==> src/rtl/dma_flag_status.sv <==
module dma_flag_status #(
  parameter int CH = 64,
  parameter int DW = 32,
  parameter int AW = 3
) (
  input  logic          clk,
  input  logic          rst,
  input  logic [CH-1:0] set_done_i,
  input  logic [CH-1:0] set_irq_i,
  input  logic          wr_en,
  input  logic [AW-1:0] addr,
  input  logic [DW/8-1:0] wr_be,
  input  logic [DW-1:0] wr_data,
  output logic [DW-1:0] rd_data,
  output logic [CH-1:0] done_o,
  output logic [CH-1:0] irq_o
);
  localparam int WORDS = CH / DW;
  localparam int LANES = DW / 8;
  localparam int IW    = $clog2(CH);
  localparam logic [AW-1:0] CMD_ADDR = AW'(2 * WORDS);

  logic [CH-1:0] done_q, irq_q;
  logic [CH-1:0] clr_done, clr_irq_cmd, clr_irq_map;
  logic [DW-1:0] be_mask;
  logic          cmd_hit;

  function automatic logic [CH-1:0] cmd_mask(input logic [7:0] b, input logic en);
    if (!en || b[7]) return '0;
    if (b[6]) return '1;
    return CH'(1) << b[IW-1:0];
  endfunction

  assign cmd_hit     = wr_en && (addr == CMD_ADDR);
  assign clr_done    = cmd_mask(wr_data[7:0],  cmd_hit && wr_be[0]);
  assign clr_irq_cmd = cmd_mask(wr_data[15:8], cmd_hit && wr_be[1]);

  for (genvar l = 0; l < LANES; l++) begin : g_be
    assign be_mask[l*8 +: 8] = {8{wr_be[l]}};
  end

  for (genvar w = 0; w < WORDS; w++) begin : g_map
    assign clr_irq_map[w*DW +: DW] =
      (wr_en && addr == AW'(w)) ? (wr_data & be_mask) : '0;
  end

  always_ff @(posedge clk) begin
    if (rst) begin
      done_q <= '0;
      irq_q  <= '0;
    end else begin
      done_q <= (done_q & ~clr_done) | set_done_i;
      irq_q  <= (irq_q & ~(clr_irq_cmd | clr_irq_map)) | set_irq_i;
    end
  end

  always_comb begin
    rd_data = '0;
    for (int w = 0; w < WORDS; w++) begin
      if (addr == AW'(w))         rd_data = irq_q[w*DW +: DW];
      if (addr == AW'(WORDS + w)) rd_data = done_q[w*DW +: DW];
    end
  end

  assign done_o = done_q;
  assign irq_o  = irq_q;

  assert_set_done_R2: assert property (@(posedge clk) disable iff (rst)
    (|set_done_i) |=> ((done_o & $past(set_done_i)) == $past(set_done_i)));

  assert_set_irq_wins_R9: assert property (@(posedge clk) disable iff (rst)
    (|set_irq_i) |=> ((irq_o & $past(set_irq_i)) == $past(set_irq_i)));

  assert_no_spurious_done_R2: assert property (@(posedge clk) disable iff (rst)
    !$past(rst) |-> ((done_o & ~$past(done_o) & ~$past(set_done_i)) == '0));

  assert_skip_lane_R5: assert property (@(posedge clk) disable iff (rst)
    (wr_en && addr == CMD_ADDR && wr_be[0] && wr_data[7])
      |=> ((done_o & $past(done_o)) == $past(done_o)));

  assert_cmd_reads_zero_R8: assert property (@(posedge clk) disable iff (rst)
    (addr == CMD_ADDR) |-> (rd_data == '0));

  assert_done_ignores_irq_writes_R6: assert property (@(posedge clk) disable iff (rst)
    (wr_en && addr != CMD_ADDR) |=> ((done_o & $past(done_o)) == $past(done_o)));
endmodule

==> config.mk <==
export PLATFORM = sky130hd
export DESIGN_NAME = dma_flag_status
export DESIGN_NICKNAME = d
export VERILOG_FILES = /design/src/rtl/dma_flag_status.sv
export SDC_FILE = /design/constraint.sdc
export NUM_CORES = 1
export LEC_CHECK = 0
export ABC_AREA = 1
export CAP_MARGIN = 0
export CELL_PAD_IN_SITES_DETAIL_PLACEMENT = 2
export CELL_PAD_IN_SITES_GLOBAL_PLACEMENT = 2
export CORE_MARGIN = 1.5
export CORE_UTILIZATION = 23
export CTS_BUF_LIST = sky130_fd_sc_hd__clkbuf_2 sky130_fd_sc_hd__clkbuf_4 sky130_fd_sc_hd__clkbuf_8
export DETAILED_ROUTE_END_ITERATION = 6
export GPL_TIMING_DRIVEN = 0
export PLACE_DENSITY = 0.91
export SLEW_MARGIN = 20
export SYNTH_ARGS = -nofsm -noshare
export SYNTH_HDL_FRONTEND = slang
export SYNTH_SLANG_ARGS = --single-unit
==> constraint.sdc <==
create_clock -name clk -period 3.5 [get_ports clk]
set_input_delay 0.7 -clock clk [delete_from_list [all_inputs] [get_ports clk]]
set_output_delay 0.7 -clock clk [all_outputs]
set_load 0.05 [all_outputs]
After elaboration in Yosys (flattened, before gate mapping)
Index checks and enable logic that the tools add are counted.
Widths: inputs -> output; s select.
{"block": "op_classes", "mux": 20, "div": 0, "bitwise": 8, "order_cmp": 0, "n_mul": 0, "reduce_logical": 10, "n_addsub": 0, "shifts": 2, "eq_ne": 4}
{"operator": "$mux 64", "count": 8}
{"operator": "$mux 32", "count": 6}
{"operator": "$or 64x64->64", "count": 3}
{"operator": "$and 64x64->64", "count": 2}
{"operator": "$not 64->64", "count": 2}
{"operator": "$shl 1x6->64 const A", "count": 2}
{"operator": "$and 32x32->32", "count": 1}
{"operator": "$eq 3x2->1 const B", "count": 2}
{"operator": "$mux 1", "count": 6}
{"operator": "$logic_and 1x1->1", "count": 5}
{"operator": "$eq 3x1->1 const B", "count": 1}
{"operator": "$eq 3x3->1 const B", "count": 1}
{"operator": "$logic_not 3->1", "count": 1}
{"operator": "$logic_not 1->1", "count": 2}
{"operator": "$logic_or 1x1->1", "count": 2}
{"block": "word_totals", "ff_bits": 128, "romBits": 0, "out_inout_bits": 160, "mem_bits_rw": 0, "latchBits": 0, "input_bits": 170, "memories": 0}

Depth between registers and ports, before layout
Gate-level depths: netlist (run 1).
{"block": "logic_depth", "depth_word": 13, "depth_mapped": 9}

Least setup slack after synthesis (run 1)
No wires, ideal clock.
{"block": "synth_timing", "path_type": "in2out", "from": "in addr[1]", "to": "out rd_data[21]", "path_stages": 7, "arrival_ns": 1.825, "path_buffers": 2, "path_slack_ns": 0.975, "cell_sequence": "buf_2 -> nor2_4 -> nand2_1 -> buf_1 -> o22ai_1 -> a21oi_1 -> nand2_1"}
{"block": "synth_between", "elab_chain_cells": 5}
{"item": "from (decl)", "line": "11", "text": "input logic [AW-1:0] addr,"}
{"item": "$logic_not 3->1", "line": "60", "text": "if (addr == AW'(w)) rd_data = irq_q[w*DW +: DW];"}
{"item": "$mux 32", "line": "60"}
{"item": "$mux 32", "line": "61", "text": "if (addr == AW'(WORDS + w)) rd_data = done_q[w*DW +: DW];"}
{"item": "$mux 32", "line": "60"}
{"item": "$mux 32 *", "line": "61"}
{"item": "to (decl)", "line": "14", "text": "output logic [DW-1:0] rd_data,"}
Mark *: on every way between the ends. The rest lies on a longest branch, timed or not.

Final worst setup path (run 1)
{"block": "layout_timing", "from": "in addr[2]", "to": "out rd_data[15]"}
Same word-level chain as after synthesis.

==> out/metrics.cfg, run 1 <==
[outcome]
outcome = finished clean

[yosys]
synthCells = 1354
async_flop_share_pct = 0
synthFlopType = dfxtp_1
yosysMostFrequentCell = nand2_1
synth_common_cells = nand2_1, inv_1, a21oi_1
yosys.area.top_type = dfxtp_1
syn_area_um2 = 8040
syn_avg_cell_area_um2 = 5.94
ys_seq_area_share_pct = 31.9
synth.area.top_cells = dfxtp_1, nand2_1, a21oi_1
synth_fp_nets = 1524
synthDistinctLibCells = 21
synth_edf_count = 0
yosysWarnings = 0
yosysTopAreaCellShare_pct = 31.9
ys_seq_elements = 128

[detailed_routing]
highest_layer = met4
wl_met1_mm = 20.2
drt_wl_total_mm = 49.0
drtPass1Iterations = 5
wl_met3_mm = 1.99
met2_length_mm = 24.6
drc = 0
drt_iter0_drc = 584
wl_per_cell_um = 22.7
vias = 10700
ant_nets = 0
vias_per_cell = 4.95

[global_routing]
grt_antenna_before_repair = 3
grt_max_degree = 17
grt_pass1_vias = 11600
grt_overflow = 0
grt_pass1_wl_mm = 72.0
grtUsageTotal_pct = 26.8

[clocking]
cts_buffers = 17
clk_pin_slew_ps = 80
cts_tree = yes
root_buffer = clkbuf_8
cts.sinks = 128
clock_latency_ps = 460
htreeDepth = 4
cts_resized = 90
clock_path_buffers = 2
cts_hold_buf = 0
cts_setup_buffers = 0

[final_layout]
nets = 1864
syn2layout_area_growth_pct = 52.7
nFillCells = 4219
fin_area_um2 = 12300
drive_gt1_share_pct = 6.44

[timing]
hold_ws_ps = 480
max-slew-margin-rel_pct = 45.7
fmax_mhz = 296
setup_ws_ps = 117
finClkSkew_ps = 0
layout_min_cycle_time_ps = 3380
post-route-period-util_pct = 96.7
tightest_slew_ps = 815
setup_viol_count_final = 0
final-max-slew-violation-count = 0
rsz0062_at_grt = true
hold_viol = 0

[die]
core_um2 = 34500
initial_core_util_pct = 23.3
die_area_um2 = 36100
rows = 68
die_y_um = 190
die-width_um = 190
ios = 330

[power]
power.density_nw_per_um2 = 387
leakage_nw = 5.43
vdd_drop_max_v = 0.000223

[placed_design]
gp_congestion = 0.928
pre_cts_slack_ps = -502
hpwl_mm = 39.4
dpl_cell_area_um2 = 11800
port_buffers = 321

[min_path]
hold_class = flip-flop to flip-flop

[critical_path]
cp-endpoint = rd_data[15]
startpoint = addr[2]
critPathCaptureType = output port
rr_worst_depth = 4
cp.required_ps = 2800
r2r_start = irq_o[5]
reg2reg_slack_ps = 2550
cp-start-kind = input port
path_class = input port to output port
r2r_end = irq_o[5]
crit_arrival_ps = 2680
worstPathMaxFanout = 10

[flow_run]
max_cap_violations = 0

-- registers in the layout, indices dropped and copies added, names as in the netlist --
signal / cells
done_o: 64
irq_o: 64
-- critical path, cell delays in order --
cell and delay (ps):
clkdlybuf4s50_1 500, inv_2 130, nand2_1 80, nor2_2 290, clkbuf_2 310, a21oi_1 110
nand2_1 160, clkdlybuf4s15_2 400
-- layout make-up --
class                           instances  area [um2]  area share [%]
Multi-Input combinational cell        918        4210            34.3
Timing Repair Buffer                  321        3210            26.1
Sequential cell                       128        2560            20.9
Inverter                              208         781            6.36
Tap cell                              455         569            4.63
Buffer                                100         503            4.09
Clock buffer                           22         284            2.31
Clock inverter                         10         159            1.29
Antenna cell                            3        7.51          0.0611
-- how the worst min path moves through the flow --
stage | to | slack (ps) | cells after the start | from
final | done_o[11] | 480 | 2 | done_o[11]
after global routing | done_o[48] | 500 | 2 | done_o[48]
after CTS | done_o[11] | 480 | 2 | done_o[11]
after detailed placement | done_o[11] | 470 | 2 | done_o[11]
after global placement | done_o[63] | 470 | 2 | done_o[63]
after floorplan | done_o[31] | 690 | 2 | done_o[31]
-- cells in the final DEF, fill, tap and decap left out, drive strengths merged, types with 23 or more instances in the layout --
cell type	count
o21a	32
o22ai	32
clkdlybuf4s50	289
clkdlybuf4s15	23
nand4	80
a21oi	160
o21ai	32
dfxtp	128
buf	37
nor2	84
nand3	70
clkbuf	92
nand2	425
inv	208
-- per-layer routing --
layer  vias to the layer above  GRT usage [%]
met5                         -              0
li1                       5003              -
met4                         0           12.4
met2                       328           47.8
met1                      5284           31.7
met3                        99           3.67
-- cells by family after synthesis --
kind of cell           Yosys count  synth area share, %
AND/OR/NAND/NOR                662                 34.9
buffers and inverters          308                 15.8
AO/OA/AOI/OAI                  256                 17.4
flip-flops                     128                 31.9
-- power by group --
part	internal (mW)	total, mW	switching (mW)	leakage, nW
combinational	0.527	1.55	1.03	4.13
clock	0.836	1.52	0.680	0.223
sequential	1.56	1.68	0.115	1.07
total	2.93	4.75	1.82	5.43
-- metrics by stage --
step / setup TNS (ps) / total power, mW / utilization, % / cells
after global routing: -15.6 / 4.92 / 35.7 / 2165
after global placement: -9200 / 3.22 / 34.3 / 2130
after CTS: 0 / 4.76 / 35.7 / 2162
after floorplan: 0 / 2.53 / - / 1354
final: 0 / 4.75 / 35.7 / 2165
after detailed placement: -11010 / 3.26 / 34.3 / 2130
(Power assumes the default switching activity.)
==> run 2: changes to the inputs <==
--- a/config.mk
+++ b/config.mk
@@ -13,7 +13,7 @@
 export CORE_UTILIZATION = 23
 export CTS_BUF_LIST = sky130_fd_sc_hd__clkbuf_2 sky130_fd_sc_hd__clkbuf_4 sky130_fd_sc_hd__clkbuf_8
 export DETAILED_ROUTE_END_ITERATION = 6
-export GPL_TIMING_DRIVEN = 0
+export GPL_ROUTABILITY_DRIVEN = 0
 export PLACE_DENSITY = 0.91
 export SLEW_MARGIN = 20
 export SYNTH_ARGS = -nofsm -noshare
==> out/metrics.cfg, run 2 (same netlist as run 1, synthesis figures left out) <==
[global_routing]
grt_pass1_vias = 11300  ; was 11.6k
grt_pass1_wl_mm = 68.6  ; was 72.0 mm
grt_overflow = 0  ; unchanged
grt_antenna_before_repair = 8  ; was 3
grt_max_degree = 129  ; was 17
grtUsageTotal_pct = 25.5  ; was 26.8%

[outcome]
outcome = finished clean  ; unchanged

[die]
ios = 330  ; unchanged
core_um2 = 34500  ; unchanged
initial_core_util_pct = 23.3  ; unchanged
rows = 68  ; unchanged
die-width_um = 190  ; unchanged
die_area_um2 = 36100  ; unchanged
die_y_um = 190  ; unchanged

[critical_path]
critPathMaxStageDelay_ps = 660  ; was 500 ps
cp-start-kind = input port  ; unchanged
crit_path_top_delay_cell = clkdlybuf4s50_1  ; unchanged
cp.required_ps = 2800  ; about the same
critPathCaptureType = output port  ; unchanged
crit_chain = clkdlybuf4s50_1 > buf_4 > nor2_4 > nand2_1 > buf_4 > o22ai_1 > a21oi_1 > nand2_1 > buf_12  ; was clkdlybuf4s50_1 > inv_2 > nand2_1 > nor2_2 > clkbuf_2 > a21oi_1 > nand2_1 > clkdlybuf4s15_2
reg2reg_slack_ps = 2550  ; about the same
r2r_end = irq_o[29]  ; was irq_o[5]
worstPathMaxFanout = 22  ; was 10
r2r_start = irq_o[29]  ; was irq_o[5]
rr_worst_depth = 4  ; unchanged
critPathTopFamily = buffers and inverters  ; unchanged
crit_cells = 9  ; was 8
crit_arrival_ps = 2660  ; was 2680 ps
path_class = input port to output port  ; unchanged
path_buf_inv = 4  ; unchanged

[placed_design]
pre_cts_slack_ps = 54.9  ; was -502 ps
dp.cells = 2067  ; was 2,130
port_buffers = 329  ; was 321
hpwl_mm = 36.8  ; was 39.4 mm

[min_path]
whs_endpoint = done_o[5]  ; was done_o[11]
hold_start = done_o[5]  ; was done_o[11]
min_path_cells = 2  ; unchanged
hold_class = flip-flop to flip-flop  ; unchanged

[timing]
layout_min_cycle_time_ps = 3360  ; was 3380 ps
finClkSkew_ps = 0  ; unchanged
rsz0062_at_grt = false  ; was true
hold_viol = 0  ; unchanged
setup_ws_ps = 140  ; was 117 ps
tightest_slew_ps = 983  ; was 815 ps
fmax_mhz = 298  ; was 296 MHz
max-slew-margin-rel_pct = 34.4  ; was 45.7%
final-max-slew-violation-count = 0  ; unchanged
setup_viol_count_final = 0  ; unchanged
tns_ps = 0  ; unchanged
post-route-period-util_pct = 96.0  ; was 96.7%

[final_layout]
multi_input_area_um2 = 4230  ; was 4210 um2
nets = 1801  ; was 1,864
seq_area_um2 = 2560  ; unchanged
utilization_pct = 35.9  ; was 35.7%
final_common_cell = nand2_1  ; unchanged
drive_gt1_share_pct = 6.15  ; was 6.44%
syn2layout_area_growth_pct = 53.8  ; was 52.7%
final_cell_mix = nand2_1, clkdlybuf4s50_1, inv_1  ; unchanged
fin_cells = 2104  ; was 2,165
nFillCells = 4132  ; was 4,219

[detailed_routing]
drt_wl_total_mm = 46.4  ; was 49.0 mm
vias_per_cell = 4.97  ; was 4.95
ant_nets = 0  ; unchanged
drc = 0  ; unchanged
vias = 10400  ; was 10.7k
drtPass1Iterations = 4  ; was 5
wl_per_cell_um = 22.0  ; was 22.7 um
drt_iter0_drc = 496  ; was 584

[power]
vdd_drop_max_v = 0.000228  ; was 0.000223 V
leakage_nw = 5.45  ; was 5.43 nW
power.density_nw_per_um2 = 370  ; was 387 nW/um2

[clocking]
cts_tree = yes  ; unchanged
clock_latency_ps = 480  ; was 460 ps
htreeDepth = 4  ; unchanged
clock_path_buffers = 2  ; unchanged
root_buffer = clkbuf_8  ; unchanged
cts_buffers = 17  ; unchanged
clk_pin_slew_ps = 70  ; was 80 ps
cts_setup_buffers = 0  ; unchanged
cts.sinks = 128  ; unchanged

[flow_run]
max_cap_violations = 0  ; unchanged

## run 2: changes by cell type in the layout (fill, tap and decap cells not counted), sizes merged
cell           previous run  this run
buf                      37        62
bufinv                    4         1
clkbuf                   92        23
clkdlybuf4s15            23         0
clkdlybuf4s50           289       296
clkinv                    4         3
diode                     3         8
dlygate4sd2               1         0
dlymetal6s2s              1         0
## run 2: stage by stage
stage          instance area (um2)  total power [mW]  hold WS (ps)
2_1_floorplan                 8040              2.53           690
3_3_place_gp                 12000              3.27           467
3_5_place_dp                 12000              3.33           480
4_1_cts                      12300              4.61           492
5_1_grt                      12400              4.76           507
6_report                     12400              4.57           491
## run 2: where the power goes
group | leakage (nW) | internal [mW] | switching (mW)
Sequential | 1.07 | 1.56 | 0.123
Clock | 0.184 | 0.625 | 0.647
Combinational | 4.20 | 0.603 | 1.01
## run 2: layout make-up
class,instances,share of cell area [%]
Multi-Input combinational cell,918,34.2
Tap cell,455,4.60
Clock inverter,6,0.485
Inverter,208,6.31
Antenna cell,8,0.162
Sequential cell,128,20.7
Clock buffer,23,2.41
Timing Repair Buffer,358,31.1
## run 2: worst min-delay path, delay by kind of cell (launching register included)
| family | cells | cell delay, ps |
|---|---|---|
| AO/OA/AOI/OAI | 1 | 50 |
| flip-flops | 1 | 320 |
| AND/OR/NAND/NOR | 1 | 70 |
## run 2: worst max-delay path by stage
stage            start          end  slack [ps]
2_1_floorplan  addr[1]  rd_data[21]         980
3_3_place_gp   addr[1]  rd_data[17]         180
3_5_place_dp   addr[1]  rd_data[28]          50
4_1_cts        addr[1]  rd_data[28]          50
5_1_grt        addr[1]  rd_data[28]          60
6_report       addr[1]  rd_data[28]         140
## run 2: routing by layer
layer | track usage, % | share of wire (%)
met1 | 30.3 | 42
met2 | 44.7 | 50
met3 | 4.11 | 3.6
met4 | 11.7 | 4.0
met5 | 0 | 0
## run 2: timing repair
action                                  4_1_cts  5_1_grt
hold buffers                                  0        0
resized for setup                             0        1
endpoints found under the setup margin        0        8
